### config.mk
export PLATFORM = sky130hd
export DESIGN_NAME = foff_input_sched
export DESIGN_NICKNAME = d
export VERILOG_FILES = /design/src/rtl/foff_pkg.sv /design/src/rtl/foff_flow_q.sv /design/src/rtl/foff_rr_pick.sv /design/src/rtl/foff_input_sched.sv
export SDC_FILE = /design/constraint.sdc
export NUM_CORES = 1
export LEC_CHECK = 0
export ABC_CLOCK_PERIOD_IN_PS = 12450
export BUFFER_PORTS_ARGS = -buffer_cell sky130_fd_sc_hd__buf_4
export CORE_UTILIZATION = 49
export CTS_BUF_LIST = sky130_fd_sc_hd__clkbuf_4
export DETAILED_ROUTE_END_ITERATION = 10
export GPL_TIMING_DRIVEN = 0
export PLACE_DENSITY = 0.66
export SETUP_SLACK_MARGIN = 0.1
export SLEW_MARGIN = 10
export SYNTH_ARGS = -nofsm -noshare
export SYNTH_HDL_FRONTEND = slang
export SYNTH_SLANG_ARGS = --single-unit
### constraint.sdc
create_clock -name clk -period 12.45 [get_ports clk]
set_clock_uncertainty 0.15 [all_clocks]
set_input_delay 1.8675 -clock clk [delete_from_list [all_inputs] [get_ports clk]]
set_output_delay 1.8675 -clock clk [all_outputs]
set_load 0.03 [all_outputs]
### src/rtl/foff_pkg.sv
package foff_pkg;

    // Kind of frame currently being served
    typedef enum logic [1:0] {
        FR_IDLE = 2'd0,
        FR_FULL = 2'd1,
        FR_PART = 2'd2
    } frame_kind_e;

endpackage

### src/rtl/foff_flow_q.sv
module foff_flow_q #(
    parameter int DEPTH  = 8,
    parameter int DATA_W = 16,
    localparam int AW    = $clog2(DEPTH),
    localparam int CW    = $clog2(DEPTH + 1)
) (
    input  logic              clk,
    input  logic              rst_n,
    input  logic              push,
    input  logic [DATA_W-1:0] push_data,
    input  logic              pop,
    output logic [DATA_W-1:0] head_data,
    output logic [CW-1:0]     count
);

    typedef struct packed {
        logic [AW-1:0] rd;
        logic [AW-1:0] wr;
        logic [CW-1:0] cnt;
    } qstate_t;

    qstate_t st_q, st_d;
    logic [DATA_W-1:0] mem [DEPTH];
    logic              accept;

    function automatic logic [AW-1:0] ring_inc(input logic [AW-1:0] p);
        return (p == AW'(DEPTH - 1)) ? '0 : p + 1'b1;
    endfunction

    always_comb begin
        st_d   = st_q;
        accept = push && (st_q.cnt < CW'(DEPTH));
        if (accept) st_d.wr = ring_inc(st_q.wr);
        if (pop)    st_d.rd = ring_inc(st_q.rd);
        case ({accept, pop})
            2'b10:   st_d.cnt = st_q.cnt + 1'b1;
            2'b01:   st_d.cnt = st_q.cnt - 1'b1;
            default: st_d.cnt = st_q.cnt;
        endcase
    end

    always_ff @(posedge clk or negedge rst_n) begin
        if (!rst_n) st_q <= '0;
        else        st_q <= st_d;
    end

    always_ff @(posedge clk) begin
        if (accept) mem[st_q.wr] <= push_data;
    end

    assign head_data = mem[st_q.rd];
    assign count     = st_q.cnt;

endmodule

### src/rtl/foff_rr_pick.sv
module foff_rr_pick #(
    parameter int N     = 4,
    localparam int FW   = $clog2(N)
) (
    input  logic [N-1:0]  req,
    input  logic [FW-1:0] base,
    output logic          found,
    output logic [FW-1:0] idx
);

    always_comb begin
        found = 1'b0;
        idx   = '0;
        for (int k = 0; k < N; k++) begin
            int c;
            c = int'(base) + k;
            if (c >= N) c = c - N;
            if (!found && req[c]) begin
                found = 1'b1;
                idx   = FW'(c);
            end
        end
    end

endmodule

### src/rtl/foff_input_sched.sv
module foff_input_sched
    import foff_pkg::*;
#(
    parameter int N      = 4,
    parameter int DEPTH  = 8,
    parameter int DATA_W = 16,
    localparam int FW    = $clog2(N),
    localparam int SW    = $clog2(2 * N),
    localparam int CW    = $clog2(DEPTH + 1),
    localparam int RW    = $clog2(N + 1)
) (
    input  logic              clk,
    input  logic              rst_n,
    input  logic              in_valid,
    input  logic [FW-1:0]     in_flow,
    input  logic [DATA_W-1:0] in_data,
    input  logic              slot,
    output logic              out_valid,
    output logic [FW-1:0]     out_flow,
    output logic [FW-1:0]     out_mid,
    output logic [SW-1:0]     out_seq,
    output logic [DATA_W-1:0] out_data
);

    typedef struct packed {
        frame_kind_e               kind;
        logic [FW-1:0]             phase;
        logic [FW-1:0]             cur;
        logic [RW-1:0]             remain;
        logic [FW-1:0]             full_rr;
        logic [FW-1:0]             part_rr;
        logic [N-1:0][FW-1:0]      mid;
        logic [N-1:0][SW-1:0]      seq;
        logic                      o_valid;
        logic [FW-1:0]             o_flow;
        logic [FW-1:0]             o_mid;
        logic [SW-1:0]             o_seq;
        logic [DATA_W-1:0]         o_data;
    } sched_t;

    sched_t st_q, st_d;

    logic [N-1:0]      push_vec;
    logic [N-1:0]      pop_vec;
    logic [N-1:0]      full_vec;
    logic [N-1:0]      busy_vec;
    logic [CW-1:0]     count_arr [N];
    logic [DATA_W-1:0] head_arr  [N];
    logic              full_found, part_found;
    logic [FW-1:0]     full_idx, part_idx;

    function automatic logic [FW-1:0] port_inc(input logic [FW-1:0] v);
        return (v == FW'(N - 1)) ? '0 : v + 1'b1;
    endfunction

    function automatic logic [SW-1:0] seq_inc(input logic [SW-1:0] v);
        return (v == SW'(2 * N - 1)) ? '0 : v + 1'b1;
    endfunction

    // Per-flow queues and their occupancy flags
    for (genvar g = 0; g < N; g++) begin : g_flow
        assign push_vec[g] = in_valid && (in_flow == FW'(g));
        assign full_vec[g] = count_arr[g] >= CW'(N);
        assign busy_vec[g] = count_arr[g] != '0;

        foff_flow_q #(
            .DEPTH  (DEPTH),
            .DATA_W (DATA_W)
        ) u_q (
            .clk       (clk),
            .rst_n     (rst_n),
            .push      (push_vec[g]),
            .push_data (in_data),
            .pop       (pop_vec[g]),
            .head_data (head_arr[g]),
            .count     (count_arr[g])
        );
    end

    // Complete-frame search and partial-frame search, separate pointers
    foff_rr_pick #(.N(N)) u_full_pick (
        .req   (full_vec),
        .base  (st_q.full_rr),
        .found (full_found),
        .idx   (full_idx)
    );

    foff_rr_pick #(.N(N)) u_part_pick (
        .req   (busy_vec),
        .base  (st_q.part_rr),
        .found (part_found),
        .idx   (part_idx)
    );

    always_comb begin
        logic [FW-1:0] sel;
        logic [RW-1:0] rem;

        st_d         = st_q;
        st_d.o_valid = 1'b0;
        pop_vec      = '0;
        sel          = st_q.cur;
        rem          = st_q.remain;

        if (slot) begin
            if (st_q.phase == '0) begin
                if (full_found) begin
                    st_d.kind    = FR_FULL;
                    sel          = full_idx;
                    rem          = RW'(N);
                    st_d.full_rr = port_inc(full_idx);
                end else if (part_found) begin
                    st_d.kind    = FR_PART;
                    sel          = part_idx;
                    rem          = RW'(count_arr[part_idx]);
                    st_d.part_rr = port_inc(part_idx);
                end else begin
                    st_d.kind    = FR_IDLE;
                    rem          = '0;
                end
                st_d.cur = sel;
            end

            if (rem != '0) begin
                pop_vec[sel]   = 1'b1;
                st_d.o_valid   = 1'b1;
                st_d.o_flow    = sel;
                st_d.o_mid     = st_q.mid[sel];
                st_d.o_seq     = st_q.seq[sel];
                st_d.o_data    = head_arr[sel];
                st_d.mid[sel]  = port_inc(st_q.mid[sel]);
                st_d.seq[sel]  = seq_inc(st_q.seq[sel]);
                rem            = rem - 1'b1;
            end

            st_d.remain = rem;
            st_d.phase  = port_inc(st_q.phase);
        end
    end

    always_ff @(posedge clk or negedge rst_n) begin
        if (!rst_n) begin
            st_q      <= '0;
            st_q.kind <= FR_IDLE;
        end else begin
            st_q      <= st_d;
        end
    end

    assign out_valid = st_q.o_valid;
    assign out_flow  = st_q.o_flow;
    assign out_mid   = st_q.o_mid;
    assign out_seq   = st_q.o_seq;
    assign out_data  = st_q.o_data;

endmodule

==> run metrics, run 1 <==
initial antenna violation count 2; setup_tns 0 ns; fin cells about 2,400; pwr dens approximately 240 mW/mm^2; Worst Tran Pin Value ~1.3 ns; Die ar. around 0.052 sq mm; first-pass iteration count of the detailed router 5; Hold-fix buffers, CTS 0; maximum capacitance violations 0; Detailed Route Iter0 Violations between 1,000 and 1,500; Post-Syn Area between 0.02 and 0.03 sq mm; clock slew at reported path FFs around 0.070 ns; final worst-path cycle share 0.508; fin crit period about 6.3 ns; Buffers on Ports 44; Fillers 3,944; Critical Path RT 13.16 ns; final setup vio count 0; global-route met2 utilization 0.347; GPL Wtd Cong about 0.85; drt total wl approximately 57 mm; largest net degree at the start of global routing 96; clock sinks 607; vias in the first global route between 10,000 and 15,000; fin nets 1,661; CP Max Fanout 10; Setup CP Type flop to flop; average wire per standard cell between 20 and 25 um; ratio of cells with drive above 1 in the final layout 0.345; outcome finished, final reports clean; CTS Buf Count roughly 150; clock buffer depth 3; GRT Total Usage 0.228; met1 GRT Util 0.314; crit end category flop; Placed Area approximately 0.027 sq mm; count leader, synth edfxtp_1; maximum VDD drop about 0.12 mV; Max Fclk between 150 and 200 MHz; detailed-route via count between 10,000 and 15,000; Post-Place Cells approximately 2,100; Synth async-reset ratio 0.157; top cells by count, synth edfxtp_1, mux4_2, dfrtp_1; PostCTS Resize Cnt 0; Worst setup SP type flop; global route overflow 0; Synth Flop Type edfxtp_1; setup repair bufs after CTS 0; final hold viol count 0; synth-to-layout area growth 15.7%; Hold WC Path Type flop to flop; chip height ~230 um; Yosys cell types 66; Slew headroom 0.115; root buffer cell clkbuf_4; starting density of the core 0.498; Post-DRT Antenna Nets 0; EDFF count, synth 512; #FFs+latches synth 607; CORE AREA a little over 0.05 sq mm; Yosys top cell area share 0.614; synthesized instance count 1,367; RSZ-0062 raised after global routing false; die width between 200 and 250 um; worst hold slack between 0.3 and 0.4 ns; # IOs 46; CTS tree yes; final instance area between 0.02 and 0.03 sq mm; Post-Syn Nets 1,424; global-route layer with the greatest usage met2; sequential area share after synthesis 0.709; Leak ~10 nW; top post-synthesis cells by area edfxtp_1, mux4_2, dfrtp_1; YS warnings 0; Yosys top cell by area edfxtp_1; met3 Usage GRT 0.0583; Skew-Pair Late Insertion Delay 1.00 ns; Syn Area/Cell between 15 and 20 sq um; Slew Limit Fails 0; first-pass GRT wire length between 80 and 90 mm; Rows just over 80; H-tree Lvls 4; Post-route DRC 0; vias per cell ~5.7; DP HPWL between 30 and 40 mm; Arrival @ worst endpoint roughly 7.0 ns
==> layer usage <==
metal / up-vias / routed length, um
li1: 6086 / -
met1: 7034 / 24700
met2: 528 / 26800
met3: 107 / 3930
met4: 0 / 1710
met5: - / 0
==> cell usage in the layout (no fill, tap or decap), drive strengths merged, types with 5 or more instances in the layout <==
cell / n
a2111oi: 16
a211oi: 35
a21oi: 36
a221o: 21
a31oi: 5
and3: 5
buf: 130
bufinv: 8
clkbuf: 291
clkinv: 24
dfrtp: 95
diode: 11
edfxtp: 512
ha: 35
inv: 18
mux2: 41
mux2i: 40
mux4: 128
nand2: 50
nand2b: 15
nand3: 11
nor2: 61
nor2b: 33
nor3: 12
nor4: 7
nor4b: 5
o21ai: 14
or2: 5
xnor2: 9
xor2: 24
==> worst max-delay path: stages (launching register included) <==
cell and delay, ns:
dfrtp_1 0.36, buf_2 0.18, or4_4 0.57, a211o_1 0.34, a21oi_4 0.32, mux2_2 0.39
o211a_1 0.24, nor2_1 0.11, ha_1 0.17, ha_1 0.21, nand2b_1 0.12, clkbuf_1 0.35
clkinv_1 0.40, o211ai_1 0.44, buf_2 0.44, inv_1 0.11, ha_1 0.19, clkbuf_1 0.18
xor2_1 0.18, ha_1 0.19, a21oi_1 0.15, xor2_1 0.16, nor2_1 0.06, xor2_1 0.14
==> final timing paths <==
| check | from | to | slack [ns] | depth (start not counted) |
|---|---|---|---|---|
| setup reg to reg | g_flow[0].u_q.count[3] | g_flow[1].u_q.count[2] | 6.13 | 23 |
| min in group asynchronous | rst_n | g_flow[2].u_q.count[2] | 0.80 | 1 |
| hold reg to reg | st_q[43] | st_q[43] | 0.32 | 1 |
| max in group asynchronous | rst_n | g_flow[0].u_q.st_q[9] | 10.59 | 1 |
| setup / recovery | g_flow[0].u_q.count[3] | g_flow[1].u_q.count[2] | 6.13 | 23 |
| hold / removal | st_q[43] | st_q[43] | 0.32 | 1 |
==> registers in the layout (all words and copies together) (netlist names), named ones only <==
| register | flops |
|---|---|
| g_flow.u_q.count | 16 |
| g_flow.u_q.mem | 512 |
| g_flow.u_q.st_q | 24 |
| out_data | 16 |
| out_flow | 2 |
| out_mid | 2 |
| out_seq | 3 |
| out_valid | 1 |
| st_q | 30 |
==> report_power, final <==
group / switching (mW) / internal [mW]
clock: 0.808 / 1.04
sequential: 0.171 / 2.42
combinational: 1.39 / 1.06
==> cell families after synthesis <==
group | count (synthesis) | share of synthesized area
mux | 209 | 0.150
compound gates | 154 | 0.0460
xor+xnor | 33 | 0.0116
buf+inv | 114 | 0.0220
fa+ha+maj | 36 | 0.0179
simple gates | 214 | 0.0435
flops | 607 | 0.709
==> cell type report <==
class                           instances  area, sq um  area share
Sequential cell                       607        17800       0.613
Multi-Input combinational cell        646         6830       0.236
Clock buffer                          239         1790      0.0620
Tap cell                              672          841      0.0290
Timing Repair Buffer                   81          800      0.0276
Buffer                                101          503      0.0174
Clock inverter                         38          359      0.0124
Inverter                               13         48.8     0.00169
Antenna cell                           11         27.5    0.000951
==> metrics by stage <==
stage	worst slack, ns	total power, mW	util
3_3_place_gp	5.57	5.01	0.521
6_report	6.13	6.89	0.576
3_5_place_dp	6.21	5.09	0.533
4_1_cts	6.15	6.95	0.575
2_1_floorplan	7.32	4.31	-
5_1_grt	5.76	7.28	0.576
Power figures use the tool's default switching activity.
==> inputs of run 2 (changes only) <==
ABC_AREA = 1   (was default)
ABC_CLOCK_PERIOD_IN_PS = 5250   (was 12450)
PLACE_DENSITY = 0.68   (was 0.66)
clock period = 5.25 ns   (was 12.45 ns; I/O delays follow)
==> run metrics, run 2 <==
outcome finished, final reports clean; final hold viol count 0 (unchanged); Hold Path Depth 1 (unchanged); first-pass GRT wire length 103 mm (+18%); top post-synthesis cells by area edfxtp_1, dfrtp_1, nand2_1; CP Max Fanout 11 (+1); Slew Limit Fails 0 (unchanged); pwr dens 581 mW/mm^2 (+140%); maximum VDD drop 0.416 mV (+230%); die width 231 um (+1.3%); Worst setup SP type flop; Slowest-stage cell, CP dfrtp_1; post-synthesis mux area share 0.000438 (-0.149); RSZ-0062 raised after global routing false; adder-cell share of the synthesized area 0.0170 (-0.000854); Post-route DRC 0 (unchanged); max FFs per register 512 (unchanged); CTS tree yes; YS warnings 0 (unchanged); Max Fclk 212 MHz (+34%); Hold WC Path Type input pin to flop; Final WS setup 0.539 ns (-5.59 ns); most used cell, CP nand3_1; initial antenna violation count 3 (+1); Arrival @ worst endpoint 5.38 ns (-1.65 ns); Rows 83 (+1.2%); maximum capacitance violations 0 (unchanged); first-pass iteration count of the detailed router 5 (unchanged); Synth Area in Simple Gates 0.130 (+0.0862); #FFs+latches synth 607 (unchanged); compound-gate portion of the synthesized area 0.118 (+0.0718); commonest non-fill, non-tap cells in the layout edfxtp_1, nand2_1, o21ai_0, clkbuf_4, nor2_1; ratio of cells with drive above 1 in the final layout 0.182 (-0.163); Worst Tran Pin Value 0.976 ns (-0.318 ns); average wire per standard cell 21.0 um (-12%); final setup vio count 0 (unchanged); Skew-Pair Late Insertion Delay 0.98 ns (-0.02 ns); Critical Path RT 5.92 ns (-7.24 ns); clock buffer depth 3 (unchanged); Yosys cell types 51 (-23%); Synth async-reset ratio 0.157 (unchanged); CTS Buf Count 155 (+0.65%); vias in the first global route 18,200 (+27%); synth-to-layout area growth 14.6%; GPL Wtd Cong 0.946 (+11%); Final Power 17.1 mW (+150%); GRT Total Usage 0.258 (+0.0295); Slew headroom 0.349 (+0.234); Largest stage delay, worst path 0.44 ns (-0.13 ns); largest net degree at the start of global routing 96 (unchanged); Syn Area/Cell 11.9 sq um (-35%); synthesized instance count 2,155 (+58%); H-tree Lvls 4 (unchanged); Yosys top cell area share 0.598 (-0.0159); chip height 231 um (+1.3%); pre-CTS WS -0.0837 ns (-6.29 ns); biggest regs g_flow.u_q.mem x512, st_q x30, g_flow.u_q.st_q x24; starting density of the core 0.499 (+0.00100); final worst-path cycle share 0.897 (+0.390); Die ar. 0.0533 sq mm (+2.6%); clock sinks 607 (unchanged); Leak 11.0 nW (+8.6%); Worst Reg2Reg Path Length in Cells 29 (+26%); EDFF count, synth 512 (unchanged); Buffers on Ports 44 (unchanged); commonest non-fill, non-tap cell in the layout edfxtp_1; Yosys top cell by area edfxtp_1; Post-DRT Antenna Nets 0 (unchanged); root buffer cell clkbuf_4; fin nets 2,451 (+48%); crit end category flop; Post-Syn Nets 2,212 (+55%); Detailed Route Iter0 Violations 1,490 (+23%); fin crit period 4.71 ns (-1.61 ns); Setup CP Type flop to flop; count leader, synth edfxtp_1; clock slew at reported path FFs 0.07 ns (about the same); DP HPWL 43.4 mm (+18%); post-synthesis xor/xnor area fraction 0.00779 (-0.00376); CORE AREA 0.0515 sq mm (+2.5%); largest family of logic cells by synthesized area simple AND/OR/NAND/NOR gates; top cells by count, synth edfxtp_1, nand2_1, o21ai_0; most flop-heavy register g_flow.u_q.mem; detailed-route via count 18,200 (+32%); sequential area share after synthesis 0.691 (-0.0184); Post-Syn Area 0.0257 sq mm (+2.7%); drt total wl 67.0 mm (+17%); global route overflow 0 (unchanged); Synth Flop Type edfxtp_1; # IOs 46 (unchanged); vias per cell 5.68 (-0.56%)
run 2: metrics by stage:
stage	util	hold slack (ns)	setup TNS [ns]	area, sq um	instances
after floorplan	-	0.292	0	25700	2155
after global placement	0.522	0.314	-0.000667	26900	2879
after detailed placement	0.531	0.322	-0.184	27300	2909
after CTS	0.571	0.00360	0	29400	3192
after global routing	0.572	0.0531	0	29500	3198
final	0.572	0.117	0	29500	3198
run 2: critical path: cells and delay by family (launching register included):
kind / cells / cell delay, ns
simple gates: 15 / 1.77
fa+ha+maj: 3 / 0.74
buf+inv: 6 / 0.72
flops: 1 / 0.44
compound gates: 3 / 0.42
xor+xnor: 2 / 0.31
run 2: layout make-up:
class / count / area [sq um]
tap: 680 / 851
sequential: 607 / 17800
clock buffer: 228 / 1710
multi-input combinational: 1340 / 7130
buffer: 129 / 627
fill: 4308 / 22100
clock inverter: 51 / 302
timing repair buffer: 82 / 766
inverter: 79 / 305
antenna: 2 / 5.00
run 2: path summary, 6_finish.rpt:
kind                                        start                         end  slack, ns
max                        g_flow[3].u_q.count[2]      g_flow[2].u_q.count[3]       0.54
min                                    in_data[7]     g_flow[0].u_q.mem[2][7]       0.12
max reg2reg                g_flow[3].u_q.count[2]      g_flow[2].u_q.count[3]       0.54
min reg2reg                              st_q[50]                    st_q[50]       0.33
max in group asynchronous                   rst_n                    st_q[50]       3.92
min in group asynchronous                   rst_n  asynchronous set/reset pin       0.36
run 2: metal layers:
metal / vias to the layer above / routed length (um) / GRT usage
li1: 8332 / - / -
met4: 0 / 2390 / 0.137
met5: - / 0 / 0
met1: 8898 / 26500 / 0.323
met2: 800 / 32300 / 0.413
met3: 136 / 5800 / 0.0640
run 2: logic make-up (layout without fill, tap and decap cells):
logic type,after synthesis,after routing
flip-flops,607,607
XOR/XNOR,22,22
AO/OA/AOI/OAI,508,508
adder cells (fa/ha/maj),35,35
multiplexers,1,1
buffers and inverters,208,569
AND/OR/NAND/NOR,774,774
other,0,2
run 2: repair_timing:
| action | CTS | global route |
|---|---|---|
| endpoints found under the setup margin | 3 | 5 |
| buffers inserted | 0 | 4 |
| pin swaps | 0 | 2 |
| hold endpoints to repair | 104 | 0 |
| cloned | 0 | 0 |
| hold buffers | 4 | 0 |
| resized for setup | 1 | 3 |
run 2: report_power, final:
part	leakage, nW	total (mW)	switching, mW	internal (mW)
Sequential	5.77	6.11	0.415	5.70
Clock	1.21	4.06	1.91	2.15
Combinational	3.98	6.94	4.73	2.21
Total	11.0	17.1	7.06	10.1
